$ cat src/rtl/gpio_sense_pkg.sv
package gpio_sense_pkg;

    localparam int REG_W        = 32;
    localparam int SENSE_W      = 2;
    localparam int PINS_PER_CFG = REG_W / SENSE_W;

    localparam logic [7:0] OFS_DOUT = 8'h00;
    localparam logic [7:0] OFS_DIR  = 8'h04;
    localparam logic [7:0] OFS_PAD  = 8'h08;
    localparam logic [7:0] OFS_CFGL = 8'h0C;
    localparam logic [7:0] OFS_CFGH = 8'h10;
    localparam logic [7:0] OFS_MASK = 8'h14;
    localparam logic [7:0] OFS_STAT = 8'h18;

    typedef enum logic [SENSE_W-1:0] {
        SENSE_LOW  = 2'd0,
        SENSE_HIGH = 2'd1,
        SENSE_RISE = 2'd2,
        SENSE_FALL = 2'd3
    } sense_e;

    typedef enum logic [2:0] {
        SEL_DOUT,
        SEL_DIR,
        SEL_PAD,
        SEL_CFGL,
        SEL_CFGH,
        SEL_MASK,
        SEL_STAT,
        SEL_NONE
    } reg_sel_e;

    function automatic reg_sel_e decode_ofs(input logic [7:0] ofs);
        reg_sel_e sel;
        case (ofs)
            OFS_DOUT: sel = SEL_DOUT;
            OFS_DIR:  sel = SEL_DIR;
            OFS_PAD:  sel = SEL_PAD;
            OFS_CFGL: sel = SEL_CFGL;
            OFS_CFGH: sel = SEL_CFGH;
            OFS_MASK: sel = SEL_MASK;
            OFS_STAT: sel = SEL_STAT;
            default:  sel = SEL_NONE;
        endcase
        return sel;
    endfunction

endpackage

$ cat src/rtl/gpio_pad_sync.sv
module gpio_pad_sync #(
    parameter int W = 32
) (
    input  logic         clk,
    input  logic         rst_n,
    input  logic [W-1:0] pad_i,
    output logic [W-1:0] lvl_o,
    output logic [W-1:0] prev_o
);

    logic [W-1:0] meta_q;

    // Two flops for metastability, a third to hold last cycle's level
    always_ff @(posedge clk or negedge rst_n) begin
        if (!rst_n) begin
            meta_q <= '0;
            lvl_o  <= '0;
            prev_o <= '0;
        end else begin
            meta_q <= pad_i;
            lvl_o  <= meta_q;
            prev_o <= lvl_o;
        end
    end

endmodule

$ cat src/rtl/gpio_sense_detect.sv
module gpio_sense_detect
    import gpio_sense_pkg::*;
#(
    parameter int W = 32
) (
    input  logic [W-1:0]         lvl_i,
    input  logic [W-1:0]         prev_i,
    input  logic [SENSE_W*W-1:0] cfg_i,
    output logic [W-1:0]         hit_o
);

    for (genvar g = 0; g < W; g++) begin : g_pin
        sense_e code;
        logic   pin_hit;

        assign code = sense_e'(cfg_i[SENSE_W*g +: SENSE_W]);

        always_comb begin
            unique case (code)
                SENSE_LOW:  pin_hit = ~lvl_i[g];
                SENSE_HIGH: pin_hit =  lvl_i[g];
                SENSE_RISE: pin_hit =  lvl_i[g] & ~prev_i[g];
                SENSE_FALL: pin_hit = ~lvl_i[g] &  prev_i[g];
                default:    pin_hit = 1'b0;
            endcase
        end

        assign hit_o[g] = pin_hit;
    end

endmodule

$ cat src/rtl/gpio_irq_status.sv
module gpio_irq_status #(
    parameter int W = 32
) (
    input  logic         clk,
    input  logic         rst_n,
    input  logic [W-1:0] set_i,
    input  logic [W-1:0] clr_i,
    output logic [W-1:0] stat_o
);

    always_ff @(posedge clk or negedge rst_n) begin
        if (!rst_n) begin
            stat_o <= '0;
        end else begin
            stat_o <= (stat_o & ~clr_i) | set_i;
        end
    end

    AST_NO_SPURIOUS_SET: assert property (@(posedge clk) disable iff (!rst_n)
        1'b1 |=> ((stat_o & ~$past(stat_o) & ~$past(set_i)) == '0));

    AST_CLEAR_ONLY_BY_WRITE: assert property (@(posedge clk) disable iff (!rst_n)
        1'b1 |=> ((~stat_o & $past(stat_o) & ~$past(clr_i)) == '0));

    AST_SET_WINS: assert property (@(posedge clk) disable iff (!rst_n)
        (|set_i) |=> ((stat_o & $past(set_i)) == $past(set_i)));

endmodule

$ cat src/rtl/gpio_sense_port.sv
module gpio_sense_port
    import gpio_sense_pkg::*;
#(
    parameter int AW = 5
) (
    input  logic             clk,
    input  logic             rst_n,
    input  logic [AW-1:0]    bus_addr,
    input  logic [REG_W-1:0] bus_wdata,
    input  logic             bus_we,
    input  logic             bus_re,
    output logic [REG_W-1:0] bus_rdata,
    input  logic [REG_W-1:0] pad_in,
    output logic [REG_W-1:0] pad_out,
    output logic [REG_W-1:0] pad_oe,
    output logic             irq
);

    localparam int PINS  = REG_W;
    localparam int CFG_W = SENSE_W * PINS;

    logic [REG_W-1:0] dout_q;
    logic [REG_W-1:0] dir_q;
    logic [REG_W-1:0] cfgl_q;
    logic [REG_W-1:0] cfgh_q;
    logic [REG_W-1:0] mask_q;
    logic [REG_W-1:0] stat_w;
    logic [PINS-1:0]  lvl_w;
    logic [PINS-1:0]  prev_w;
    logic [PINS-1:0]  hit_w;
    logic [PINS-1:0]  clr_w;
    logic [CFG_W-1:0] cfg_all;
    logic [REG_W-1:0] rd_mux;
    reg_sel_e         sel;

    assign sel = decode_ofs(8'(bus_addr));

    // Register writes
    always_ff @(posedge clk or negedge rst_n) begin
        if (!rst_n) begin
            dout_q <= '0;
            dir_q  <= '0;
            cfgl_q <= '0;
            cfgh_q <= '0;
            mask_q <= '0;
        end else if (bus_we) begin
            unique case (sel)
                SEL_DOUT: dout_q <= bus_wdata;
                SEL_DIR:  dir_q  <= bus_wdata;
                SEL_CFGL: cfgl_q <= bus_wdata;
                SEL_CFGH: cfgh_q <= bus_wdata;
                SEL_MASK: mask_q <= bus_wdata;
                default:  ;
            endcase
        end
    end

    assign clr_w   = (bus_we && sel == SEL_STAT) ? bus_wdata : '0;
    assign cfg_all = {cfgh_q, cfgl_q};

    gpio_pad_sync #(.W(PINS)) u_sync (
        .clk    (clk),
        .rst_n  (rst_n),
        .pad_i  (pad_in),
        .lvl_o  (lvl_w),
        .prev_o (prev_w)
    );

    gpio_sense_detect #(.W(PINS)) u_detect (
        .lvl_i  (lvl_w),
        .prev_i (prev_w),
        .cfg_i  (cfg_all),
        .hit_o  (hit_w)
    );

    gpio_irq_status #(.W(PINS)) u_status (
        .clk    (clk),
        .rst_n  (rst_n),
        .set_i  (hit_w),
        .clr_i  (clr_w),
        .stat_o (stat_w)
    );

    // Read path
    always_comb begin
        unique case (sel)
            SEL_DOUT: rd_mux = dout_q;
            SEL_DIR:  rd_mux = dir_q;
            SEL_PAD:  rd_mux = lvl_w;
            SEL_CFGL: rd_mux = cfgl_q;
            SEL_CFGH: rd_mux = cfgh_q;
            SEL_MASK: rd_mux = mask_q;
            SEL_STAT: rd_mux = stat_w;
            default:  rd_mux = '0;
        endcase
    end

    always_ff @(posedge clk or negedge rst_n) begin
        if (!rst_n) begin
            bus_rdata <= '0;
        end else if (bus_re) begin
            bus_rdata <= rd_mux;
        end
    end

    assign pad_out = dout_q;
    assign pad_oe  = dir_q;
    assign irq     = |(stat_w & mask_q);

    AST_IRQ_NEEDS_MASK: assert property (@(posedge clk) disable iff (!rst_n)
        irq |-> (mask_q != '0));

    AST_UNMAPPED_READ_ZERO: assert property (@(posedge clk) disable iff (!rst_n)
        (bus_re && sel == SEL_NONE) |=> (bus_rdata == '0));

    AST_OE_ONLY_BY_WRITE: assert property (@(posedge clk) disable iff (!rst_n)
        !(bus_we && sel == SEL_DIR) |=> $stable(pad_oe));

endmodule

$ cat config.mk
export PLATFORM = sky130hd
export DESIGN_NAME = gpio_sense_port
export DESIGN_NICKNAME = d
export VERILOG_FILES = /design/src/rtl/gpio_sense_pkg.sv /design/src/rtl/gpio_pad_sync.sv /design/src/rtl/gpio_sense_detect.sv /design/src/rtl/gpio_irq_status.sv /design/src/rtl/gpio_sense_port.sv
export SDC_FILE = /design/constraint.sdc
export NUM_CORES = 1
export LEC_CHECK = 0
export ABC_CLOCK_PERIOD_IN_PS = 2700
export BUFFER_PORTS_ARGS = -buffer_cell sky130_fd_sc_hd__buf_2
export CORE_UTILIZATION = 45
export DETAILED_ROUTE_END_ITERATION = 12
export GPL_ROUTABILITY_DRIVEN = 0
export GPL_TIMING_DRIVEN = 0
export SLEW_MARGIN = 20
export SYNTH_ARGS = -nofsm -noshare
export SYNTH_HDL_FRONTEND = slang
export SYNTH_SLANG_ARGS = --single-unit
$ cat constraint.sdc
create_clock -name clk -period 2.7 [get_ports clk]
set_input_delay 0.405 -clock clk [delete_from_list [all_inputs] [get_ports clk]]
set_output_delay 0.405 -clock clk [all_outputs]
set_load 0.05 [all_outputs]
# == Word level (Yosys, flattened, before mapping) ==
# Cells that the tools add are included.
# totals
elab_cells,326
in_bits,73
ff_bits,320
out_inout_bits,97
# op_classes
reduce_logical,41
bitwise,132
muxes,35
n_eq_ne,108
# op_table
cell,n
$pmux W32 S7,1
$eq A2 B2 Y1 const B,64
$pmux W1 S4,32
$and A1 B1 Y1,64
$and A32 B32 Y32,2
$eq A2 B1 Y1 const B,32
$logic_not A2 Y1,32
$not A1 Y1,64
$mux W32,1
$not A32 Y32,1
$or A32 B32 Y32,1
$reduce_or A32 Y1,1
$pmux W3 S7,1
$eq A5 B5 Y1 const B,3
$eq A5 B4 Y1 const B,2
$reduce_and A2 Y1,5
$eq A3 B3 Y1 const B,3
$eq A3 B2 Y1 const B,2
$eq A5 B3 Y1 const B,1
$logic_not A5 Y1,1
$eq A3 B1 Y1 const B,1
$logic_not A3 Y1,1
$logic_and A1 B1 Y1,1

# == Logic depth before layout (Yosys ltp) ==
# Gate-level depths: netlist (run 1).
# logic_depth
ltp_word,8
ltp_mapped,7
mapped_depth_nobuf,4

# == By module ==
# From an unflattened synthesis (run 1), not the netlist that was laid out.
# unflattened
hier_cells,1120
hier_area_um2,14451.4
# modules_own_cells
mod,instances,area_each_um2,seq_area_each_um2,cells_each
gpio_sense_port,1,9406.5,4804.6,736
gpio_pad_sync,1,2402.3,2402.3,96
gpio_sense_detect,1,1481.4,0.0,192
gpio_irq_status,1,1161.1,800.8,96

# == Worst setup path before layout (run 1) ==
# Ideal clock, no wire load.
# synth_path
path_kind,input port to flip-flop
from,input bus_addr[4]
to,register cfgl_q[10]
required_ns,2.575
slack_ns,0.532
t_arrival_ns,2.043
path_stages,5
path_buffers,2
setup_ns,0.125
cell_sequence,buf_4 > or4b_2 > nor2_1 > buf_4 > mux2_2
# synth_via
elab_chain_cells,4
word_cells_on_any_way,10
cone_classes,eq/ne: 7; mux: 1; reduce/logical: 2
# synth_lines
item,line,rtl
"start, declared",gpio_sense_port.sv:8,"input logic [AW-1:0] bus_addr,"
"$eq A5 B5 Y1, or another cell as far along",gpio_sense_pkg.sv:35,case (ofs)
$pmux W3 S7 *,gpio_sense_pkg.sv:35,
$eq A3 B2 Y1 *,gpio_sense_port.sv:47,unique case (sel)
$reduce_and A2 Y1 (no line) *,--,
"end signal, assigned",gpio_sense_port.sv:50,SEL_CFGL: cfgl_q <= bus_wdata;
"end, declared",gpio_sense_port.sv:24,logic [REG_W-1:0] cfgl_q;
# Every way passes the cells marked *; elsewhere a longest branch is shown, timed or not.
# A chain may end at the register's enable or synchronous reset.

# == Final worst setup path (run 1) ==
# layout_path
from,register u_status.stat_o[3]
to,output irq
# layout_via
elab_chain_cells,2
# layout_lines
item,line,rtl
"start, declared",gpio_irq_status.sv:8,output logic [W-1:0] stat_o
"start signal, assigned",gpio_irq_status.sv:15,stat_o <= (stat_o & ~clr_i) | set_i;
$and A32 B32 Y32,gpio_sense_port.sv:108,assign irq = |(stat_w & mask_q);
$reduce_or A32 Y1,gpio_sense_port.sv:108,
"end, declared",gpio_sense_port.sv:16,output logic irq
# Every way passes these cells.

==> results of run 1 <==
## cells in the mapped netlist (2+ instances only)
cell      count  share of area, %
mux4_2       11               1.8
nand3b_1     26               1.4
a22oi_1      28               1.5
mux2_1        3              0.24
mux2_2      153                12
xor2_1       15              0.95
and2_1        3              0.14
or4b_2        2              0.15
inv_1        20              0.54
clkbuf_1     23              0.63
o22ai_1       7              0.32
mux2i_1      75               5.4
mux2_4        5              0.54
dfrtp_1     320                58
o21ai_0      55               2.0
nand3_1      18              0.65
and3_1        2             0.091
nand2b_1     36               1.6
buf_1         6              0.16
nor2_1       75               2.0
nand2_1      39               1.1
buf_6         3              0.24
a221o_1      32               2.3
o221ai_1     21               1.3
nor2b_1      15              0.68
nor3b_1       3              0.16
nand4_1       4              0.18
buf_4         4              0.22
a21oi_1      47               1.7
buf_2        17              0.62
## per-layer routing
layer	routed length (microns)	vias to the layer above
li1	-	4442
met1	19100	5144
met2	20600	391
met3	2800	90
met4	1380	2
met5	13	-
## cells by family after synthesis
kind of cell	synth area share (%)
compound gates	9.26
xor+xnor	0.953
buf+inv	2.41
flops	58.1
mux	20.5
simple gates	8.77
## critical path: cells and delay by family (launching register included)
kind / cells / cell delay [ns]
and+or+nand+nor: 2 / 0.82
buffers and inverters: 1 / 0.26
AOI/OAI and AO/OA: 1 / 0.26
DFF: 1 / 0.45
## worst max-delay path by stage
| stage | cells past startpoint | slack (ns) | startpoint | endpoint |
|---|---|---|---|---|
| 2_1_floorplan | 5 | 0.53 | bus_addr[4] | cfgl_q[10] |
| 3_3_place_gp | 1 | -5.06 | rst_n | u_sync.meta_q[6] |
| 3_5_place_dp | 6 | -0.48 | bus_addr[2] | bus_rdata[29] |
| 4_1_cts | 4 | 0.02 | u_status.stat_o[24] | irq |
| 5_1_grt | 4 | 0.007 | u_status.stat_o[3] | irq |
| 6_report | 4 | -0.004 | u_status.stat_o[3] | irq |
## through the flow
stage / util (%) / cells
3_3_place_gp: 50.6 / 1636
4_1_cts: 56.1 / 1736
6_report: 56.2 / 1736
2_1_floorplan: - / 1079
5_1_grt: 56.2 / 1736
3_5_place_dp: 51.1 / 1641
## flip-flops by register name, summed over array words and instances (netlist names)
name             flops
mask_q              32
u_sync.prev_o       32
u_sync.lvl_o        32
pad_out             32
u_status.stat_o     32
cfgh_q              32
u_sync.meta_q       32
bus_rdata           32
cfgl_q              32
pad_oe              32
## where the power goes
part           internal [uW]  leakage [uW]  switching, uW  total (uW)
clock                   3010      0.000586           1940        4950
sequential              5370       0.00389            674        6040
combinational            957       0.00321           1530        2490
## timing repair
item	CTS	global route
hold buffers	33	0
endpoints found under the hold margin	67	0
resized for setup	1	6
setup endpoints to repair	1	3
## layout make-up
type,count,area (sq um),share of cell area [%]
Timing Repair Buffer,205,1300,7.73
Clock inverter,8,115,0.686
Sequential cell,320,8010,47.7
Multi-Input combinational cell,686,5480,32.6
Tap cell,390,488,2.91
Inverter,20,75.1,0.447
Buffer,53,260,1.55
Clock buffer,54,1070,6.37
==> results.tsv, run 1 <==
stage	metric	value	unit
yosys	syn_avg_cell_area	12.8	sq um
critical_path	worstPathRequired	2.30	ns
timing	relSlewSlack	27.5	%
critical_path	ff2ff_path_depth	3	
critical_path	regToRegSetupSlack	1.30	ns
detailed_routing	ant_nets	0	
timing	period_share	100	%
pwr	power.density	803	mW/mm^2
detailed_routing	drt_iter0_drc	755	
global_route	grt_antenna_before_repair	1	
yosys	synth_flop_cell	dfrtp_1	
cts	htreeDepth	2	
detailed_routing	drc	0	
layout	design_area	0.0168	sq mm
global_route	grt_pass1_vias	9821	
critical_path	path_class	register to primary output	
timing	layout_min_cycle_time	2.70	ns
run	maxCapViolations	0	
yosys	synth-edff-count	0	
floorplanning	die_height	177	microns
timing	worstMarginPinSlew	1.09	ns
min_path	hold_end	mask_q[29]	
cts	clk_pin_slew	0.06	ns
cts	cts_root_buf	clkbuf_16	
yosys	seq_area_frac_synth	58.1	%
yosys	synth_area	0.0138	sq mm
outcome	violations	setup timing	
detailed_routing	firstDrtPassIters	6	
global_route	gr-total-overflow	0	
placed_design	dpl_worst_slack	-0.476	ns
outcome	status	finished, violations left	
global_route	grt_max_degree	96	
layout	area_growth	21.8	%
min_path	hold_depth	2	
floorplanning	boundaryPins	170	
placed_design	dpl-instance-area	0.0153	sq mm
critical_path	crit_path_end_kind	primary output	
timing	max_clock_freq	370	MHz
floorplanning	start_util	46.2	%
timing	final-hold-violation-count	0	
layout	diodes	0	
floorplanning	coreArea	0.0299	sq mm
yosys	ys_warn_count	0	
floorplanning	num_rows	63	
global_route	busiest_layer	met2	
cts	clk_latency	0.52	ns
global_route	use_met3	5.22	%
global_route	met2_usage	46.1	%
layout	fill_cells	2554	
floorplanning	dieWidth	177	microns
critical_path	cp_cell_sequence	a22oi_1, nand4_1, or4_1, buf_2	
placed_design	dp_hpwl	30100	microns
pwr	power	13500	uW
critical_path	r2r-end	bus_rdata[24]	
layout	drive_gt1_share	31.9	%
detailed_routing	routed_wirelength	43800	microns
timing	finalClockSkew	0.0186	ns
detailed_routing	wire_per_inst	25.3	microns
cts	tritoncts	done	
critical_path	cp_slowest_cell	or4_1	
placed_design	io_buffers	167	
critical_path	slowest_delay	0.64	ns
pwr	vdd_drop_max	0.492	mV
yosys	synth-seq-cells	320	
detailed_routing	routed_via_density	5.80	
detailed_routing	vias	10100	
global_route	grt_pass1_wl	64500	microns
yosys	syn_nets	1152	
timing	setup_viol	1	
timing	hold_ws	0.199	ns
timing	worst_slack	-0.00419	ns
critical_path	arrival	2.30	ns
yosys	synth_cells	1079	
global_route	grt_usage	28.7	%
layout	final_common_cell	dfrtp_1	
yosys	ys_async_sr_fraction	100	%
global_route	grt_util_met1	39.5	%
layout	fin_nets	1395	
yosys	yosysUniqueCellTypes	41	
min_path	hold_class	input port to register	
critical_path	crit_path_start_kind	register	
floorplanning	die_area	0.0313	sq mm
pwr	p_leak	0.00769	uW
critical_path	r2r_start	cfgl_q[24]	
timing	finalMaxSlewViolations	0	
min_path	min-delay-start	bus_wdata[29]	
layout	mostFrequentLayoutCells	dfrtp_1, buf_2, mux2_2	
cts	cts_inserted_buffers	36	
cts	clockBufferDepth	3	
timing	totalNegativeSetupSlack	-0.00419	ns
critical_path	cp_max_fo	3	
timing	rsz0062_at_grt	false	
cts	clock_sinks	320	
cts	post_cts_buffers	0	
(Power assumes the default switching activity.)
==> run 2, diff against run 1 <==
Settings changed: CORE_ASPECT_RATIO set to 1.25.
==> results.tsv, run 2 (synthesis gave the netlist of run 1 again) <==
stage	metric	value	unit
critical_path	r2r-end	bus_rdata[13]	
cts	cts_inserted_buffers	35	
timing	period_share	98.7	%
floorplanning	boundaryPins	170	
run	maxCapViolations	0	
floorplanning	coreArea	0.0301	sq mm
critical_path	r2r_start	u_sync.lvl_o[13]	
critical_path	regToRegSetupSlack	1.32	ns
layout	area_growth	20.7	%
layout	diodes	0	
cts	clock_sinks	320	
floorplanning	dieWidth	159	microns
cts	tritoncts	done	
layout	fin_nets	1392	
cts	clockBufferDepth	3	
cts	clk_pin_slew	0.06	ns
critical_path	crit_path_end_kind	primary output	
global_route	grt_pass1_vias	10000	
timing	final-hold-violation-count	0	
detailed_routing	routed_wirelength	43500	microns
min_path	hold_class	input port to register	
cts	post_cts_buffers	0	
timing	rsz0062_at_grt	false	
timing	max_clock_freq	375	MHz
detailed_routing	routed_via_density	5.77	
timing	hold_ws	0.201	ns
layout	mostFrequentLayoutCells	dfrtp_1, buf_2, mux2_2	
pwr	vdd_drop_max	0.575	mV
placed_design	dpl-instance-area	0.0152	sq mm
layout	drive_gt1_share	31.2	%
timing	finalClockSkew	0.0192	ns
pwr	power.density	791	mW/mm^2
detailed_routing	drc	0	
placed_design	io_buffers	167	
pwr	p_leak	0.00761	uW
layout	final_common_cell	dfrtp_1	
layout	layout.cells.non_filler	1737	
critical_path	setup.worst_path.start	u_status.stat_o[17]	
detailed_routing	drt_iter0_drc	628	
cts	htreeDepth	2	
critical_path	worstPathRequired	2.30	ns
global_route	grt_pass1_wl	64000	microns
critical_path	cp_max_fo	3	
cts	clk_latency	0.53	ns
timing	layout_min_cycle_time	2.67	ns
timing	finalMaxSlewViolations	0	
min_path	hold_end	pad_out[28]	
timing	totalNegativeSetupSlack	0	ns
cts	cts_root_buf	clkbuf_16	
min_path	min-delay-start	bus_wdata[28]	
floorplanning	num_rows	71	
detailed_routing	ant_nets	0	
critical_path	arrival	2.26	ns
layout	design_area	0.0166	sq mm
global_route	grt_max_degree	91	
global_route	grt_usage	28.7	%
min_path	hold_depth	2	
timing	relSlewSlack	26.6	%
global_route	grt_antenna_before_repair	0	
placed_design	placed_cells	1650	
floorplanning	die_area	0.0314	sq mm
detailed_routing	wire_per_inst	25.0	microns
cts	cts_resized	0	
critical_path	ff2ff_path_depth	3	
timing	setup_viol	0	
layout	fill_cells	2552	
cts	ctsHoldBuffers	33	
outcome	status	finished clean	
critical_path	crit_path_start_kind	register	
placed_design	dp_hpwl	30300	microns
global_route	gr-total-overflow	0	
floorplanning	start_util	45.8	%
floorplanning	die_height	198	microns
detailed_routing	vias	10000	
critical_path	path_class	register to primary output	
timing	worstMarginPinSlew	1.10	ns
detailed_routing	firstDrtPassIters	6	
==> run 2: cell count changes in the layout (fill, tap and decap cells not counted), moves of 2 or more <==
cell | before | now
clkinv_2 | 5 | 3
a22oi_1 | 24 | 28
a22oi_2 | 4 | 0
clkbuf_2 | 2 | 0
clkbuf_8 | 8 | 3
==> run 2: routing by layer <==
metal / wire (microns) / share of wire [%] / GRT usage (%) / vias to the layer above
li1: - / - / - / 4410
met1: 18200 / 42 / 37.7 / 5188
met2: 21600 / 50 / 48.1 / 339
met3: 2190 / 5.0 / 3.57 / 80
met4: 1580 / 3.6 / 11.3 / 0
met5: 0 / 0 / 0 / -
==> run 2: area by class of cell <==
| type | count | area [sq um] | share of cell area, % |
|---|---|---|---|
| timing repair buffer | 203 | 1260 | 7.56 |
| inverter | 20 | 75.1 | 0.451 |
| multi-input combinational | 686 | 5460 | 32.8 |
| clock inverter | 7 | 91.3 | 0.549 |
| sequential | 320 | 8010 | 48.1 |
| clock buffer | 47 | 993 | 5.97 |
| tap | 401 | 502 | 3.01 |
| buffer | 53 | 258 | 1.55 |
==> run 2: critical path, cell delays in order (launching register included) <==
cell and delay, ns:
dfrtp_1 0.41, a22oi_1 0.34, nand4_1 0.13, or4_1 0.61
buf_2 0.26
==> run 2: through the flow <==
| step | util, % | power (uW) | setup WS [ns] |
|---|---|---|---|
| after CTS | 55.3 | 13200 | 0.0690 |
| after detailed placement | 50.6 | 8540 | -0.313 |
| after global routing | 55.3 | 13700 | 0.0252 |
| final | 55.3 | 13200 | 0.0342 |
| after floorplan | - | 7600 | 0.532 |
| after global placement | 50.2 | 8460 | -5.05 |
==> run 2: worst max path at each step <==
stage	end	slack [ns]	cells after the start
final	irq	0.03	4
after global placement	u_sync.lvl_o[17]	-5.05	1
after floorplan	cfgl_q[10]	0.53	5
after CTS	irq	0.07	4
after detailed placement	bus_rdata[8]	-0.31	6
after global routing	irq	0.03	4
==> run 2: report_power, final <==
group,total (uW),internal (uW),switching (uW)
sequential,6030,5370,662
combinational,2470,946,1530
clock,4660,2750,1910
total,13200,9070,4100
==> run 3, diff against run 2 <==
Settings changed: CORE_MARGIN set to 3, CTS_BUF_LIST set to sky130_fd_sc_hd__clkbuf_16.
==> results.tsv, run 3 (synthesis gave the netlist of run 1 again) <==
stage	metric	value	unit
outcome	status	finished clean	
cts	tritoncts	done	
critical_path	regToRegSetupSlack	1.28	ns
timing	final-hold-violation-count	0	
timing	worstMarginPinSlew	1.06	ns
pwr	p_leak	0.00762	uW
floorplanning	num_rows	71	
cts	cts_inserted_buffers	35	
timing	hold_ws	0.193	ns
detailed_routing	drc	0	
global_route	grt_antenna_before_repair	1	
layout	layout.cells.non_filler	1746	
detailed_routing	vias	10000	
timing	period_share	97.4	%
critical_path	cp_max_fo	3	
run	maxCapViolations	0	
floorplanning	dieWidth	163	microns
detailed_routing	wire_per_inst	25.2	microns
floorplanning	start_util	45.8	%
critical_path	path_class	register to primary output	
floorplanning	boundaryPins	170	
detailed_routing	routed_via_density	5.74	
critical_path	r2r_start	cfgh_q[12]	
placed_design	placed_cells	1650	
cts	htreeDepth	2	
layout	mostFrequentLayoutCells	dfrtp_1, buf_2, mux2_2	
detailed_routing	drt_iter0_drc	764	
critical_path	arrival	2.23	ns
placed_design	dpl_worst_slack	-0.377	ns
timing	finalMaxSlewViolations	0	
min_path	hold_class	input port to register	
cts	clk_latency	0.53	ns
timing	layout_min_cycle_time	2.63	ns
critical_path	worstPathRequired	2.30	ns
pwr	vdd_drop_max	0.635	mV
floorplanning	die_area	0.0328	sq mm
layout	fin_util	55.3	%
min_path	min-delay-start	bus_wdata[31]	
critical_path	r2r-end	bus_rdata[12]	
global_route	gr-total-overflow	0	
critical_path	ff2ff_path_depth	4	
layout	final_common_cell	dfrtp_1	
placed_design	dp_hpwl	30400	microns
floorplanning	die_height	202	microns
critical_path	crit_path_end_kind	primary output	
min_path	hold_end	pad_out[31]	
min_path	hold_depth	2	
layout	drive_gt1_share	31.4	%
floorplanning	coreArea	0.0301	sq mm
detailed_routing	ant_nets	0	
cts	cts_root_buf	clkbuf_16	
cts	clock_sinks	320	
timing	max_clock_freq	380	MHz
global_route	grt_pass1_vias	10100	
layout	fin_nets	1392	
cts	clk_pin_slew	0.07	ns
timing	finalClockSkew	0.0141	ns
timing	relSlewSlack	29.0	%
layout	fill_cells	2632	
global_route	grt_pass1_wl	65400	microns
timing	worst_slack	0.0698	ns
pwr	power.density	785	mW/mm^2
critical_path	crit_path_start_kind	register	
timing	rsz0062_at_grt	false	
global_route	grt_max_degree	100	
placed_design	io_buffers	167	
global_route	grt_usage	26.8	%
detailed_routing	routed_wirelength	44000	microns
pwr	power	13100	uW
detailed_routing	firstDrtPassIters	5	
cts	clockBufferDepth	3	
cts	post_cts_buffers	0	
layout	area_growth	20.7	%
timing	setup_viol	0	
==> run 3: cell count changes in the layout (fill, tap and decap cells not counted), moves of 4 or more <==
| cell | previous run | this run |
|---|---|---|
| clkbuf_1 | 30 | 23 |
| inv_1 | 20 | 26 |
| clkinv_2 | 3 | 7 |
| clkinv_1 | 0 | 7 |
==> run 3: through the flow <==
step | TNS, ns | cell area (sq um)
after floorplan | 0 | 13800
after global placement | -1639.96 | 15100
after detailed placement | -14.70 | 15200
after CTS | 0 | 16600
after global routing | 0 | 16600
final | 0 | 16600
==> run 3: area by class of cell <==
cell class	instances	area, sq um	share of cell area (%)
multi-input combinational	686	5480	32.9
clock buffer	35	876	5.26
buffer	53	258	1.55
tap	401	502	3.01
clock inverter	27	185	1.11
timing repair buffer	203	1260	7.56
sequential	320	8010	48.1
antenna	1	2.50	0.0150
inverter	20	75.1	0.451
==> run 3: metal layers <==
| metal | global-route usage (%) | vias to the layer above | wire (microns) |
|---|---|---|---|
| met5 | 0 | - | 0 |
| met4 | 8.88 | 0 | 1340 |
| met3 | 5.52 | 76 | 3170 |
| met2 | 45.3 | 414 | 21800 |
| met1 | 34.6 | 5112 | 17700 |
| li1 | - | 4421 | - |
==> run 3: worst max-delay path by stage <==
stage,start,endpoint,slack [ns],depth (start not counted)
floorplan,bus_addr[4],cfgl_q[10],0.53,5
global placement,rst_n,u_sync.meta_q[5],-5.04,1
detailed placement,bus_addr[2],bus_rdata[19],-0.38,7
CTS,u_status.stat_o[17],irq,0.02,4
global route,u_status.stat_o[3],irq,0.02,4
finish,u_status.stat_o[22],irq,0.07,4
==> run 3: power by group <==
part           internal [uW]  switching, uW
combinational            950           1530
sequential              5370            665
clock                   2560           1980
total                   8880           4180
==> run 3: critical path, stage by stage (launching register included) <==
cell and delay (ns):
dfrtp_1 0.43, a22oi_1 0.30, nand4_1 0.12, or4_1 0.60
buf_2 0.25
==> run 3: timing repair <==
action | 4_1_cts | 5_1_grt
resized for setup | 0 | 3
hold buffers | 33 | 0
setup endpoints to repair | 0 | 1
hold endpoints to repair | 89 | 0
